--- src/rtl/bus_release_pkg.sv ---
package bus_release_pkg;

    typedef enum logic [1:0] {
        PH_HOLD   = 2'd0,
        PH_RUN    = 2'd1,
        PH_GRANT  = 2'd2,
        PH_RESUME = 2'd3
    } phase_t;

    typedef struct packed {
        phase_t phase;
        logic   ack;
        logic   run;
    } arb_state_t;

endpackage

--- src/rtl/bus_release_tick.sv ---
module bus_release_tick #(
    parameter int CLK_DIV = 15
) (
    input  logic clk_i,
    input  logic rst_ni,
    output logic tick_o
);
    localparam int CW = (CLK_DIV > 2) ? $clog2(CLK_DIV) : 1;
    localparam logic [CW-1:0] LAST = CW'(CLK_DIV - 1);

    logic [CW-1:0] cnt_d, cnt_q;

    always_comb begin
        if (cnt_q == LAST) begin
            cnt_d = '0;
        end else begin
            cnt_d = cnt_q + 1'b1;
        end
    end

    always_ff @(posedge clk_i or negedge rst_ni) begin
        if (!rst_ni) begin
            cnt_q <= '0;
        end else begin
            cnt_q <= cnt_d;
        end
    end

    assign tick_o = (cnt_q == LAST);
endmodule

--- src/rtl/bus_release_fsm.sv ---
module bus_release_fsm
    import bus_release_pkg::*;
(
    input  logic clk_i,
    input  logic rst_ni,
    input  logic tick_i,
    input  logic cpu_reset_i,
    input  logic bus_req_i,
    input  logic mcycle_end_i,
    output logic ack_o,
    output logic run_o
);
    arb_state_t st_d, st_q;
    phase_t     nxt;

    always_comb begin
        nxt = st_q.phase;
        if (cpu_reset_i) begin
            nxt = PH_HOLD;
        end else begin
            unique case (st_q.phase)
                PH_HOLD: begin
                    // leaving reset: grant directly if request already held
                    if (tick_i) nxt = bus_req_i ? PH_GRANT : PH_RUN;
                end
                PH_RUN: begin
                    // sample only at a machine-cycle boundary
                    if (tick_i && mcycle_end_i && bus_req_i) nxt = PH_GRANT;
                end
                PH_GRANT: begin
                    if (!bus_req_i) nxt = PH_RESUME;
                end
                PH_RESUME: begin
                    // nothing has executed yet, so a new request re-grants
                    if (tick_i) nxt = bus_req_i ? PH_GRANT : PH_RUN;
                end
                default: nxt = PH_HOLD;
            endcase
        end
        st_d.phase = nxt;
        st_d.ack   = (nxt == PH_GRANT);
        st_d.run   = (nxt == PH_RUN);
    end

    always_ff @(posedge clk_i or negedge rst_ni) begin
        if (!rst_ni) begin
            st_q <= '{phase: PH_HOLD, ack: 1'b0, run: 1'b0};
        end else begin
            st_q <= st_d;
        end
    end

    assign ack_o = st_q.ack;
    assign run_o = st_q.run;
endmodule

--- src/rtl/bus_release_ctrl.sv ---
module bus_release_ctrl #(
    parameter int CLK_DIV = 15
) (
    input  logic clk_i,
    input  logic rst_ni,
    input  logic cpu_reset_i,
    input  logic bus_req_i,
    input  logic mcycle_end_i,
    output logic cpu_tick_o,
    output logic bus_ack_o,
    output logic run_en_o
);
    logic tick;

    bus_release_tick #(.CLK_DIV(CLK_DIV)) u_tick (
        .clk_i  (clk_i),
        .rst_ni (rst_ni),
        .tick_o (tick)
    );

    bus_release_fsm u_fsm (
        .clk_i        (clk_i),
        .rst_ni       (rst_ni),
        .tick_i       (tick),
        .cpu_reset_i  (cpu_reset_i),
        .bus_req_i    (bus_req_i),
        .mcycle_end_i (mcycle_end_i),
        .ack_o        (bus_ack_o),
        .run_o        (run_en_o)
    );

    assign cpu_tick_o = tick;
endmodule

--- config.mk ---
export PLATFORM = sky130hd
export DESIGN_NAME = bus_release_ctrl
export DESIGN_NICKNAME = d
export VERILOG_FILES = /design/src/rtl/bus_release_pkg.sv /design/src/rtl/bus_release_tick.sv /design/src/rtl/bus_release_fsm.sv /design/src/rtl/bus_release_ctrl.sv
export SDC_FILE = /design/constraint.sdc
export NUM_CORES = 1
export LEC_CHECK = 0
export BUFFER_PORTS_ARGS = -buffer_cell sky130_fd_sc_hd__buf_4
export CAP_MARGIN = 20
export CORE_AREA = 3 3 40 42
export CTS_CLUSTER_DIAMETER = 150
export CTS_CLUSTER_SIZE = 28
export DETAILED_ROUTE_END_ITERATION = 8
export DIE_AREA = 0 0 43 45
export PLACE_DENSITY = 0.51
export RECOVER_POWER = 25
export SETUP_SLACK_MARGIN = 0.15
export SYNTH_ARGS = -nofsm -noshare
export SYNTH_HDL_FRONTEND = slang
export SYNTH_SLANG_ARGS = --single-unit
--- constraint.sdc ---
create_clock -name clk_i -period 1.5 [get_ports clk_i]
set_input_delay 0 -clock clk_i [delete_from_list [all_inputs] [get_ports clk_i]]
set_output_delay 0 -clock clk_i [all_outputs]
set_load 0.03 [all_outputs]
==> results of run 1 <==
-- where the power goes --
part	switching, mW	internal [mW]	total, mW
clock network	0.0678	0.0912	0.159
logic	0.185	0.164	0.350
registers	0.0278	0.250	0.278
total	0.281	0.506	0.786
-- final cells by class --
| class | count | share of cell area |
|---|---|---|
| timing repair buffer | 18 | 0.208 |
| sequential | 8 | 0.305 |
| clock buffer | 3 | 0.0343 |
| inverter | 4 | 0.0229 |
| tap | 15 | 0.0286 |
| multi-input combinational | 29 | 0.402 |
-- state kept, by name, indices dropped and copies added, names as in the netlist --
signal,cells
u_tick.cnt_q,4
u_fsm.ack_o,1
u_fsm.st_q,2
u_fsm.run_o,1
-- what timing repair did --
| item | 4_1_cts | 5_1_grt |
|---|---|---|
| endpoints found under the hold margin | 9 | 0 |
| endpoints found under the setup margin | 3 | 3 |
| hold buffers | 2 | 0 |
| setup buffers | 4 | 2 |
| gates resized for setup | 3 | 9 |
| pin swaps | 1 | 3 |
-- layer usage --
metal	share of wire	routed length (um)	vias to the layer above
li1	-	-	190
met1	0.46	496	184
met2	0.51	552	5
met3	0.027	29	0
met4	0	0	0
met5	0	0	-
-- logic make-up after synthesis --
kind of cell / count (synthesis) / share of synthesized area
and+or+nand+nor: 17 / 0.223
AOI/OAI and AO/OA: 9 / 0.162
DFF: 8 / 0.489
buffers and inverters: 4 / 0.0367
adders and majority gates: 2 / 0.0612
muxes: 1 / 0.0275
-- layout by cell type, fill, tap and decap left out, types with 2 or more instances in the layout --
master / n
inv_2: 2
clkbuf_4: 3
ha_4: 2
nand3_1: 3
inv_1: 2
o21ai_0: 3
nand2_1: 5
nand3_2: 2
dlygate4sd3_1: 2
dfrtp_1: 8
nor2_2: 2
buf_4: 15
-- critical path: stages, from the launching register on --
cell and delay [ns]:
dfrtp_1 0.39, nand4b_1 0.27, inv_2 0.14, nand3_2 0.09, a311oi_4 0.30, nor2b_2 0.18
-- metrics by stage --
step                      setup WS [ns]  hold WS [ns]
after floorplan                  0.0637        -0.296
after global placement           0.0773        -0.181
after detailed placement         0.0363        -0.178
after CTS                        0.0770        0.0995
after global routing           -0.00408         0.120
final                            0.0536         0.121
-- final timing paths --
| path | start | endpoint | slack [ns] | cells after the start |
|---|---|---|---|---|
| worst max-delay path | u_tick.cnt_q[0] | u_fsm.ack_o | 0.05 | 5 |
| worst min-delay path | bus_req_i | u_fsm.st_q[3] | 0.12 | 3 |
| worst max register to register | u_tick.cnt_q[0] | u_fsm.ack_o | 0.05 | 5 |
| worst min register to register | u_tick.cnt_q[0] | u_tick.cnt_q[0] | 0.60 | 2 |
| max in group asynchronous | rst_ni | u_fsm.ack_o | 1.01 | 2 |
| min in group asynchronous | rst_ni | u_tick.cnt_q[0] | 0.19 | 2 |
==> impl_metrics.tcl, run 1 <==
set metrics [dict create \
    maxCapViolations 0 \
    num_rows 13 \
    crit_required_ns 1.68 \
    die_h_um 45 \
    synth.most_common_cell "dfrtp_1" \
    grt_use_met2 0.192 \
    drc 0 \
    synth-seq-area-share 0.489 \
    synth_top_area_frac 0.489 \
    period_share 0.964 \
    fin_nets 71 \
    cp_max_fo 3 \
    die_w_um 43 \
    rsz0062_at_grt "yes" \
    worstSetupPathType "flip-flop to flip-flop" \
    max-vdd-ir-drop_v 0.000747 \
    gp_congestion 0.711 \
    slew_viol_final 0 \
    nFillCells 125 \
    synth-edff-count 0 \
    cp-start-kind "flip-flop" \
    track_usage 0.113 \
    gr-usage-met1 0.134 \
    core-area_um2 1280 \
    dpl.hpwl_um 650 \
    initial_core_util 0.318 \
    status "complete, no violations" \
    grt_pass1_vias 395 \
    portBuffers 7 \
    synth_cell_types 19 \
    hold_viol 0 \
    drt-pass1-iter-count 4 \
    clk_latency_ns 0.25 \
    routedWlPerCell_um 14.0 \
    post-route-min-period_ns 1.45 \
    setup_tns_ns 0 \
    grt_overflow 0 \
    regArea_um2 200 \
    cts_buffer_depth 2 \
    final_area_um2 657 \
    area_delta_synth_final_pct 60.6 \
    powerDensity_nw_per_um2 1200 \
    grt_busiest_layer "met2" \
    die_area_um2 1940 \
    cts_root_buffer "clkbuf_4" \
    min_path_type "input pin to flip-flop" \
    cts_tree "built" \
    layout.cells.non_filler 77 \
    first_iter_violations 5 \
    cp-end-kind "flip-flop" \
    grt_max_degree 9 \
    numCtsBuffers 3 \
    slew-limit-headroom 0.722 \
    multi_input_area_um2 264 \
    total_power_mw 0.786 \
    clock-sinks 8 \
    syn_avg_cell_area_um2 9.98 \
    fmax_ghz 0.691 \
    drive_gt1_frac 0.500 \
    num_vias 379 \
    ioPinCount 8 \
    synth_seq_cells 8 \
    grt_use_met3 0.0279 \
    routed_via_density 4.92 \
    post-route-util 0.511 \
    p_leak_nw 0.281 \
    routed_wl_um 1080 \
    postRouteAntennaNets 0 \
    path_clk_slew_ns 0.05 \
    finalSetupViolCount 0 \
    critPathArrivalTime_ns 1.63 \
    syn-num-nets 48 \
    antenna_found_initial 0 \
    worstMarginPinSlew_ns 0.417 \
    syn-instance-count 41 \
    synth_common_cells "dfrtp_1 (8), nand2_1 (5), nand3_1 (4)" \
    synth_area_leaders "dfrtp_1 (49%), ha_1 (6.1%), nand3_1 (4.9%), nand2_1 (4.6%), o21ai_0 (3.7%)" \
    placed_area_um2 503 \
    synth_area_um2 409 \
    async_flop_share 1.00 \
    placed_cells 66 \
    synthFlopType "dfrtp_1" \
    yosys.area.top_type "dfrtp_1" \
    cts_max_level 1 \
    yosys_warnings 0 \
    num_antenna_cells 0 \
    finalClockSkew_ns 0.00516 \
    grt_pass1_wl_um 1640 \
]
No activity file was read; power rests on OpenSTA's default activity.
==> inputs of run 2 (changes only) <==
Settings changed: ABC_CLOCK_PERIOD_IN_PS set to 1500, SETUP_SLACK_MARGIN 0.15 to not set.
==> impl_metrics.tcl, run 2 (synthesis results as in run 1) <==
set metrics [dict create \
    grt_pass1_vias 359 \
    finalSetupViolCount 0 \
    reg2reg_to "u_fsm.ack_o" \
    slew_viol_final 0 \
    track_usage 0.102 \
    post-route-min-period_ns 1.45 \
    grt_pass1_wl_um 1420 \
    drive_gt1_frac 0.356 \
    cp_max_fo 4 \
    ioPinCount 8 \
    routed_wl_um 813 \
    min_from "bus_req_i" \
    gp_congestion 0.749 \
    num_antenna_cells 0 \
    period_share 0.966 \
    portBuffers 7 \
    holdPathEnd "u_fsm.st_q[2]" \
    crit_required_ns 1.67 \
    max-vdd-ir-drop_v 0.000567 \
    slowest_delay_ns 0.39 \
    layout.cells.non_filler 74 \
    finalClockSkew_ns 0.00104 \
    top_register "u_tick.cnt_q" \
    status "complete, no violations" \
    num_vias 355 \
    worstMarginPinSlew_ns 0.407 \
    layout_commonest_cell "buf_4" \
    cts_root_buffer "clkbuf_4" \
    fin_nets 68 \
    postRouteAntennaNets 0 \
    path_clk_slew_ns 0.05 \
    worst_path_max_delay_cell "dfrtp_1" \
    die_h_um 45 \
    regArea_um2 200 \
    maxCapViolations 0 \
    critPathArrivalTime_ns 1.62 \
    num_rows 13 \
    placed_cells 68 \
    powerDensity_nw_per_um2 1180 \
    area_delta_synth_final_pct 42.5 \
    die_w_um 43 \
    clk_latency_ns 0.24 \
    die_area_um2 1940 \
    initial_core_util 0.318 \
    cts_tree "built" \
    path_cells "inv_1, ha_4, nand3_1, a311oi_2, nor2b_1" \
    hold_depth 3 \
    mostFrequentLayoutCells "buf_4 (12), dfrtp_1 (8), nand2_1 (5), nand3_1 (4)" \
    routedWlPerCell_um 11.0 \
    grt_max_degree 9 \
    drc 0 \
    total_power_mw 0.691 \
    reg2reg_slack_ns 0.05 \
    hold_viol 0 \
    nFillCells 118 \
    r2r_start "u_fsm.st_q[2]" \
    worstSetupPathType "flip-flop to flip-flop" \
    slew-limit-headroom 0.728 \
    antenna_found_initial 0 \
    p_leak_nw 0.260 \
    multi_input_area_um2 213 \
    r2r_cells 5 \
    fmax_ghz 0.690 \
    first_iter_violations 7 \
    cts_max_level 1 \
    routed_via_density 4.80 \
    largest_reg_flops 4 \
    numCtsBuffers 3 \
    reg.largest.list "u_tick.cnt_q (4), u_fsm.st_q (2)" \
    dpl.hpwl_um 660 \
    min_path_type "input pin to flip-flop" \
    cts_buffer_depth 2 \
    grt_overflow 0 \
    clock-sinks 8 \
    cp-end-kind "flip-flop" \
    drt-pass1-iter-count 3 \
    cp-start-kind "flip-flop" \
    core-area_um2 1280 \
]
==> run 2: metrics by stage <==
stage | hold slack, ns | worst slack (ns) | area (um2) | setup TNS, ns | utilization
floorplan | -0.296 | 0.0328 | 409 | 0 | -
global placement | -0.180 | 0.101 | 518 | 0 | 0.403
detailed placement | -0.178 | 0.0432 | 518 | 0 | 0.403
CTS | 0.0962 | 0.0305 | 561 | 0 | 0.436
global route | 0.162 | -0.0157 | 583 | -0.0157 | 0.454
finish | 0.160 | 0.0515 | 583 | 0 | 0.454
==> run 2: worst max-delay path by stage <==
stage                                from          end  slack [ns]  depth (start not counted)
after global placement      u_fsm.st_q[2]  u_fsm.ack_o        0.10                          5
after CTS                   u_fsm.st_q[2]  u_fsm.ack_o        0.03                          5
after global routing        u_fsm.st_q[2]  u_fsm.ack_o       -0.02                          5
after floorplan           u_tick.cnt_q[0]  u_fsm.ack_o        0.03                          5
final                       u_fsm.st_q[2]  u_fsm.ack_o        0.05                          5
after detailed placement    u_fsm.st_q[2]  u_fsm.ack_o        0.04                          5
==> run 2: critical path: cells and delay by family, from the launching register on <==
family | cells | cell delay (ns)
AND/OR/NAND/NOR | 2 | 0.26
adder cells (fa/ha/maj) | 1 | 0.28
flip-flops | 1 | 0.39
buffers and inverters | 1 | 0.09
AO/OA/AOI/OAI | 1 | 0.35
==> run 2: layer usage <==
| metal | GRT usage | up-vias | wire length (um) |
|---|---|---|---|
| met5 | 0 | - | 0 |
| met4 | 0.0723 | 0 | 4 |
| met3 | 0.0398 | 2 | 44 |
| met2 | 0.156 | 5 | 408 |
| met1 | 0.117 | 165 | 356 |
| li1 | - | 183 | - |
==> run 2: area by class of cell <==
type                            instances  share of cell area
Multi-Input combinational cell         29               0.365
Sequential cell                         8               0.343
Timing Repair Buffer                   15               0.195
Clock buffer                            3              0.0386
Tap cell                               15              0.0322
Inverter                                4              0.0258
==> run 2: what timing repair did <==
item / in CTS / in global routing
buffers inserted: 0 / 1
endpoints found under the setup margin: 0 / 1
hold buffers: 2 / 0
hold endpoints to repair: 9 / 0
gates resized for setup: 0 / 2
==> run 2: where the power goes <==
group | total (mW) | switching, mW | internal, mW
logic | 0.264 | 0.139 | 0.125
registers | 0.275 | 0.0242 | 0.250
clock network | 0.153 | 0.0618 | 0.0908
total | 0.691 | 0.225 | 0.466
